[config.mk]
export PLATFORM = sky130hd
export DESIGN_NAME = wreg_init_trap
export DESIGN_NICKNAME = d
export VERILOG_FILES = /design/src/rtl/wreg_init_trap.sv
export SDC_FILE = /design/constraint.sdc
export NUM_CORES = 1
export LEC_CHECK = 0
export ABC_AREA = 1
export BUFFER_PORTS_ARGS = -buffer_cell sky130_fd_sc_hd__clkbuf_2
export CORE_MARGIN = 8
export CORE_UTILIZATION = 49
export CTS_CLUSTER_SIZE = 14
export DETAILED_ROUTE_END_ITERATION = 16
export PLACE_DENSITY = 0.77
export SLEW_MARGIN = 20
export SYNTH_ARGS = -nofsm -noshare
export SYNTH_HDL_FRONTEND = slang
export SYNTH_SLANG_ARGS = --single-unit
[constraint.sdc]
create_clock -name clk -period 1 [get_ports clk]
set_clock_uncertainty 0.1 [all_clocks]
set_input_delay 0.2 -clock clk [delete_from_list [all_inputs] [get_ports clk]]
set_output_delay 0.2 -clock clk [all_outputs]
set_load 0.005 [all_outputs]
[src/rtl/wreg_init_trap.sv]
module wreg_init_trap #(
  parameter int NREGS     = 16,
  parameter int IW        = $clog2(NREGS),
  parameter int SP_IDX    = NREGS - 1,
  parameter int STATW     = 16,
  parameter int CAUSE_BIT = 14
) (
  input  logic             clk,
  input  logic             rst,
  input  logic             wr_en,
  input  logic [IW-1:0]    wr_idx,
  input  logic             ptr_en,
  input  logic [IW-1:0]    ptr_idx,
  output logic             req_o,
  output logic [STATW-1:0] cause_o
);

  localparam logic [NREGS-1:0] SP_MASK   = {{(NREGS-1){1'b0}}, 1'b1} << SP_IDX;
  localparam logic [STATW-1:0] CAUSE_VEC = {{(STATW-1){1'b0}}, 1'b1} << CAUSE_BIT;

  logic [NREGS-1:0] written_q;
  logic             fired_q;
  logic             req_q;

  wire [NREGS-1:0] valid = written_q | SP_MASK;
  wire             hit   = ptr_en & ~valid[ptr_idx] & ~fired_q;

  always_ff @(posedge clk) begin
    if (rst) begin
      written_q <= '0;
      fired_q   <= 1'b0;
      req_q     <= 1'b0;
    end else begin
      if (wr_en && wr_idx != IW'(SP_IDX))
        written_q[wr_idx] <= 1'b1;
      req_q <= hit;
      if (hit)
        fired_q <= 1'b1;
    end
  end

  assign req_o   = req_q;
  assign cause_o = req_q ? CAUSE_VEC : '0;


  req_single_cycle_chk: assert property (@(posedge clk) disable iff (rst)
    req_o |=> !req_o);


  req_follows_use_chk: assert property (@(posedge clk) disable iff (rst)
    req_o |-> $past(ptr_en));


  sp_never_traps_chk: assert property (@(posedge clk) disable iff (rst)
    (ptr_en && ptr_idx == IW'(SP_IDX)) |=> !req_o);


  one_per_epoch_chk: assert property (@(posedge clk) disable iff (rst)
    fired_q |=> !req_o);


  cause_onehot_chk: assert property (@(posedge clk) disable iff (rst)
    $onehot0(cause_o) && (cause_o[CAUSE_BIT] == req_o));

endmodule

# [Yosys cells after proc, flatten, opt, wreduce, memory -nomap -nowiden]
# Cells that the tools add are included.
[word_totals] reg_bits=18 out_inout_bits=17 wordCells=19 inputBits=12
[classes] bitwise_logic=5 muxes=5 magnitude_cmp=3 reduce_logical=2 n_eq_ne=1
[ops] operator="$or 16x16->16" n=1
[ops] operator="$mux 15" n=1
[ops] operator="$lt 4x5->1 const B" n=2
[ops] operator="$bmux 1 s4" n=1
[ops] operator="$demux 1 s4" n=1
[ops] operator="$ge 4x1->1 const B" n=1
[ops] operator="$ne 4x4->1 const B" n=1
[ops] operator="$and 1x1->1" n=2
[ops] operator="$logic_and 1x1->1" n=2
[ops] operator="$mux 1" n=2
[ops] operator="$not 1->1" n=2

# [Depth between registers and ports, before layout]
# Gate-level depths: netlist of run 1.
[depth] word_depth=5 mapped_depth=9 ltp_nobuf=8

# [Worst setup path before layout of run 1]
# OpenSTA, ideal clock, no wires.
[synth_timing] path_kind="input-to-reg" from="in ptr_idx[0]" to="reg fired_q" stages=9 setup_slack_ns=0.044 n_path_buf=1 t_arrival_ns=0.743 required_ns=0.787 setup_ns=0.113 path_cell_list="buf_6 inv_6 nand2_1 nand3_2 nand3_2 nand2_1 nand2_1 nand3_2 nand2_1"
[synth_between] elab_chain_len=5
[synth_rtl] item="start: declaration" line="13" text="input logic [IW-1:0] ptr_idx,"
[synth_rtl] item="$bmux 1 s4" line="26" text="wire hit = ptr_en & ~valid[ptr_idx] & ~fired_q;"
[synth_rtl] item="$mux 1 (not written as such)" line="26"
[synth_rtl] item="$not 1->1" line="26"
[synth_rtl] item="$and 1x1->1 (2 in series)" line="26"
[synth_rtl] item="end signal: assignment" line="31" text="fired_q <= 1'b0;"
[synth_rtl] item="end signal: assignment" line="38" text="fired_q <= 1'b1;"
[synth_rtl] item="end: declaration" line="22" text="logic fired_q;"
# No other way between the ends. The select of a mux whose other input is x is not followed.
# A chain may end at the register's enable or synchronous reset.

# [Worst setup path after layout of run 1]
[layout_timing] from="reg req_q, in the netlist req_o" to="out cause_o[14]"
[layout_between] elab_chain_len=1
[layout_rtl] item="start: declaration" line="23" text="logic req_q;"
[layout_rtl] item="start signal: assignment" line="36" text="req_q <= hit;"
[layout_rtl] item="$mux 15" line="43" text="assign cause_o = req_q ? CAUSE_VEC : '0;"
[layout_rtl] item="end: declaration" line="15" text="output logic [STATW-1:0] cause_o"
# No other way between the ends.

==> impl_metrics.env, run 1 <==
export IMPL_slowest_stage="dfxtp_2"
export IMPL_finalSetupViolCount=2
export IMPL_cts_sinks=17
export IMPL_seq_power_share=0.559
export IMPL_rows=15
export IMPL_synth_avg_cell_area_um2=7.07
export IMPL_groute_usage_overall=0.101
export IMPL_synth_seq_cells=17
export IMPL_crit_start="req_o$_SDFF_PP0_"
export IMPL_path_class="reg -> out"
export IMPL_violations="setup timing"
export IMPL_clk_insertion_delay_late_ns=0.29
export IMPL_drc=0
export IMPL_preCtsSetupSlack_ns=-0.113
export IMPL_fp_dieH_um=59.3
export IMPL_gp_congestion=0.959
export IMPL_core_um2=1750
export IMPL_hp_class="in -> reg"
export IMPL_cts_root_buf="clkbuf_4"
export IMPL_p_comb_frac=0.159
export IMPL_netlist_instances=130
export IMPL_cts_tree="done"
export IMPL_crit_path_end_kind="output port"
export IMPL_dr_pass1_iters=4
export IMPL_switchingPower_mw=0.343
export IMPL_clk_pin_slew_worst_paths_ns=0.09
export IMPL_portBuffers=13
export IMPL_worstPathArrival_ns=0.72
export IMPL_fin_ws_ns=-0.0218
export IMPL_fin_crit_sh=1.02
export IMPL_worstPathRequired_ns=0.70
export IMPL_htreeDepth=1
export IMPL_min_from="rst"
export IMPL_hold_buffers=0
export IMPL_power_internal_mw=0.927
export IMPL_pwr_share_clk=0.282
export IMPL_ys_types=18
export IMPL_clock_fmax_mhz=979
export IMPL_grt_pass1_wl_um=2850
export IMPL_cp_start_kind="flop"
export IMPL_grt_pass1_vias=698
export IMPL_grt_overflow_total=0
export IMPL_diodes=0
export IMPL_dp_hpwl_um=1440
export IMPL_cp_num_buf_inv=1
export IMPL_pwr_density_cell_nw_per_um2=1210
export IMPL_layout_common_cells="nand2_1, conb_1, a21oi_1"
export IMPL_rr_startpoint="written_q[12]$_SDFFE_PP0P_"
export IMPL_slowest_delay_ns=0.32
export IMPL_wl_per_cell_um=10.9
export IMPL_switching_share=0.270
export IMPL_path_cells="buf_2"
export IMPL_vias=795
export IMPL_fin_util=0.600
export IMPL_viasPerCell=4.65
export IMPL_status="finished, violations left"
export IMPL_p_leak_nw=0.499
export IMPL_dieWidth_um=59.3
export IMPL_n_fill_cell=173
export IMPL_io_pins=29
export IMPL_cts_buffers=3
export IMPL_syn_area_um2=920
export IMPL_grt_max_degree=16
export IMPL_die_area_um2=3520
export IMPL_area_delta_synth_final_pct=13.9
export IMPL_max_cap_viol_count=0
export IMPL_vdd_drop_max_mv=0.854
export IMPL_rsz0062_at_grt="yes"
export IMPL_drt_wl_total_um=1870
export IMPL_crit_family="flip-flops"
export IMPL_ant_nets=0
export IMPL_critPathMaxFanout=2
export IMPL_drive_gt1_frac=0.411
export IMPL_finalHoldViolations=0
export IMPL_start_util=0.527
export IMPL_num_nets_final=159
export IMPL_drv_slew=0
export IMPL_finalCriticalPeriod_ns=1.02
export IMPL_ys_warn_count=0
export IMPL_ys_seq_area_frac=0.370
export IMPL_clock_path_buffers=2
export IMPL_drt_initial_drc_count=16
export IMPL_grt_antenna_before_repair=0
[power groups by stage]
stage               registers, mW  clock network [mW]  logic, mW
finish                      0.710               0.358      0.202
global route                0.712               0.398      0.231
global placement            0.722                   0      0.174
detailed placement          0.723                   0      0.177
floorplan                   0.721                   0      0.168
CTS                         0.708               0.365      0.178
[state kept, by name, indices dropped and copies added, names as in the netlist]
name	count
written_q	15
fired_q	1
req_o	1
[routing by layer]
| layer | vias to the layer above | track usage | share of wire |
|---|---|---|---|
| li1 | 412 | - | - |
| met1 | 364 | 0.119 | 0.45 |
| met2 | 14 | 0.168 | 0.49 |
| met3 | 5 | 0.0260 | 0.047 |
| met4 | 0 | 0.0410 | 0.013 |
| met5 | - | 0 | 0 |
[through the flow]
stage / setup TNS, ns / power, mW / area (µm²) / hold slack [ns] / std cells
after floorplan: 0 / 0.889 / 972 / 0.256 / 144
after global placement: -0.154 / 0.896 / 942 / 0.342 / 165
after detailed placement: -0.244 / 0.900 / 942 / 0.347 / 165
after CTS: -0.0442 / 1.25 / 971 / 0.0798 / 169
after global routing: -0.236 / 1.34 / 1050 / 0.112 / 171
final: -0.0334 / 1.27 / 1050 / 0.0672 / 171
[cells by family after synthesis]
group,count (synthesis),share of synthesized area
buffers and inverters,39,0.241
AND/OR/NAND/NOR,58,0.302
other,1,0.00408
AO/OA/AOI/OAI,15,0.0830
flip-flops,17,0.370
[path summary, 6_finish.rpt]
kind                           to  slack (ns)  depth (start not counted)
max reg2reg  fired_q$_SDFFE_PP0P_           0                          7
min          fired_q$_SDFFE_PP0P_        0.07                          4
min reg2reg  fired_q$_SDFFE_PP0P_        0.35                          2
max                   cause_o[14]       -0.02                          1
[area by class of cell]
type	count	area [µm²]	share of cell area
inverters	20	80.1	0.0765
repair buffers	17	95.1	0.0908
multi-input cells	88	460	0.440
flip-flops and latches	17	354	0.338
well taps	25	31.3	0.0299
clock buffers	4	26.3	0.0251
[cells in the mapped netlist]
| library cell | count | area (µm²) |
|---|---|---|
| a21oi_1 | 14 | 70.1 |
| a31oi_1 | 1 | 6.26 |
| buf_2 | 2 | 10.0 |
| buf_4 | 16 | 120 |
| buf_6 | 1 | 11.3 |
| conb_1 | 1 | 3.75 |
| dfxtp_1 | 17 | 340 |
| inv_1 | 18 | 67.6 |
| inv_2 | 1 | 3.75 |
| inv_6 | 1 | 8.76 |
| nand2_1 | 21 | 78.8 |
| nand2_2 | 2 | 12.5 |
| nand3_1 | 16 | 80.1 |
| nand3_2 | 4 | 40.0 |
| nor2_1 | 12 | 45.0 |
| nor2_2 | 1 | 6.26 |
| nor3_1 | 1 | 5.00 |
| nor3_2 | 1 | 10.0 |
[repair_timing]
action,in CTS,in global routing
endpoints found under the setup margin,4,4
endpoints found under the hold margin,0,0
buffers inserted,0,2
pin swaps,0,16
gates resized for setup,2,29
No activity file was read; power rests on OpenSTA's default activity.
==> run 2, diff against run 1 <==
Settings changed: CORE_UTILIZATION 49 to 50, PLACE_DENSITY 0.77 to 0.78.
Clock period 1 ns to 1.2 ns, I/O delays scaled along.
==> impl_metrics.env, run 2 (synthesis results as in run 1) <==
export IMPL_status="complete, no violations"
export IMPL_max_cap_viol_count=0
export IMPL_min_from="rst"
export IMPL_gp_congestion=0.902
export IMPL_largest_register="written_q"
export IMPL_grt_pass1_wl_um=2790
export IMPL_die_area_um2=3470
export IMPL_largest_register_ffs=15
export IMPL_dp_cells=165
export IMPL_clock_fmax_mhz=942
export IMPL_layout_commonest_cell="nand2_1"
export IMPL_switching_share=0.259
export IMPL_cts_sinks=17
export IMPL_multi_input_area_um2=410
export IMPL_rr_startpoint="written_q[13]$_SDFFE_PP0P_"
export IMPL_htreeDepth=1
export IMPL_rows=15
export IMPL_grt_pass1_vias=695
export IMPL_worstPathRequired_ns=0.86
export IMPL_clock_path_buffers=2
export IMPL_start_util=0.533
export IMPL_fin_cells=169
export IMPL_slowest_delay_ns=0.34
export IMPL_drc=0
export IMPL_fin_ws_ns=0.138
export IMPL_rsz0062_at_grt="no"
export IMPL_slowest_stage="dfxtp_1"
export IMPL_wl_per_cell_um=10.3
export IMPL_holdWs_ns=0.108
export IMPL_core_um2=1730
export IMPL_cts_tree="done"
export IMPL_cts_root_buf="clkbuf_4"
export IMPL_portBuffers=13
export IMPL_dr_pass1_iters=4
export IMPL_n_fill_cell=182
export IMPL_path_cells="clkbuf_2"
export IMPL_crit_start="req_o$_SDFF_PP0_"
export IMPL_dieWidth_um=58.9
export IMPL_drt_wl_total_um=1750
export IMPL_critPathMaxFanout=2
export IMPL_seq_power_share=0.572
export IMPL_crit_family="flip-flops"
export IMPL_dp_hpwl_um=1480
export IMPL_cts_resized_gates=0
export IMPL_finalHoldViolations=0
export IMPL_cts_buffers=3
export IMPL_grt_antenna_before_repair=0
export IMPL_clk_insertion_delay_late_ns=0.28
export IMPL_grt_overflow_total=0
export IMPL_layout_common_cells="nand2_1, inv_1, dfxtp_1"
export IMPL_num_nets_final=157
export IMPL_fin_crit_sh=0.885
export IMPL_viasPerCell=4.54
export IMPL_pwr_share_clk=0.282
export IMPL_cp_start_kind="flop"
export IMPL_cp_num_buf_inv=1
export IMPL_fp_dieH_um=58.9
export IMPL_groute_usage_overall=0.0996
export IMPL_ant_nets=0
export IMPL_hp_class="in -> reg"
export IMPL_hold_buffers=0
export IMPL_vias=767
export IMPL_pwr_density_cell_nw_per_um2=1060
export IMPL_preCtsSetupSlack_ns=0.0538
export IMPL_p_comb_frac=0.147
export IMPL_diodes=0
export IMPL_finalCriticalPeriod_ns=1.06
export IMPL_io_pins=29
export IMPL_drt_initial_drc_count=29
export IMPL_vdd_drop_max_mv=0.763
export IMPL_switchingPower_mw=0.266
export IMPL_clk_pin_slew_worst_paths_ns=0.09
export IMPL_drive_gt1_frac=0.194
export IMPL_power_internal_mw=0.764
export IMPL_worstPathArrival_ns=0.72
export IMPL_area_delta_synth_final_pct=5.31
export IMPL_crit_path_end_kind="output port"
export IMPL_path_class="reg -> out"
export IMPL_p_leak_nw=0.472
export IMPL_postCtsSetupBuffers=0
export IMPL_grt_max_degree=12
export IMPL_drv_slew=0
export IMPL_regArea_um2=340
export IMPL_finalSetupViolCount=0
export IMPL_fin_tns_setup_ns=0
==> run 2: changes by cell type in the layout (fill, tap and decap cells not counted), sizes merged <==
cell	change
clkbuf	+1
buf	-3
==> run 2: area by class of cell <==
class | instances | area share
clock buffer | 4 | 0.0271
tap | 25 | 0.0323
timing repair buffer | 15 | 0.0827
multi-input combinational | 88 | 0.424
inverter | 20 | 0.0827
sequential | 17 | 0.351
==> run 2: path summary, 6_finish.rpt <==
| check | to | slack [ns] | cells past startpoint |
|---|---|---|---|
| worst min register to register | fired_q$_SDFFE_PP0P_ | 0.35 | 2 |
| worst max register to register | fired_q$_SDFFE_PP0P_ | 0.20 | 7 |
| worst min-delay path | written_q[7]$_SDFFE_PP0P_ | 0.11 | 2 |
| worst max-delay path | cause_o[14] | 0.14 | 1 |
==> run 2: layer usage <==
layer	vias up	track usage	routed length (µm)
li1	405	-	-
met3	2	0.0283	137
met1	338	0.121	783
met4	0	0.0307	10
met5	-	0	0
met2	22	0.164	814
==> run 2: power groups by stage <==
| stage | Sequential, mW | Clock (mW) | Combinational [mW] |
|---|---|---|---|
| after floorplan | 0.601 | 0 | 0.140 |
| after global routing | 0.592 | 0.326 | 0.171 |
| after detailed placement | 0.602 | 0 | 0.148 |
| final | 0.589 | 0.290 | 0.151 |
| after CTS | 0.589 | 0.303 | 0.149 |
| after global placement | 0.602 | 0 | 0.145 |
==> run 2: per-stage QoR <==
| step | power, mW | utilization | cell area, µm² |
|---|---|---|---|
| floorplan | 0.741 | - | 972 |
| global placement | 0.747 | 0.546 | 942 |
| detailed placement | 0.750 | 0.546 | 942 |
| CTS | 1.04 | 0.561 | 968 |
| global route | 1.09 | 0.561 | 968 |
| finish | 1.03 | 0.561 | 968 |
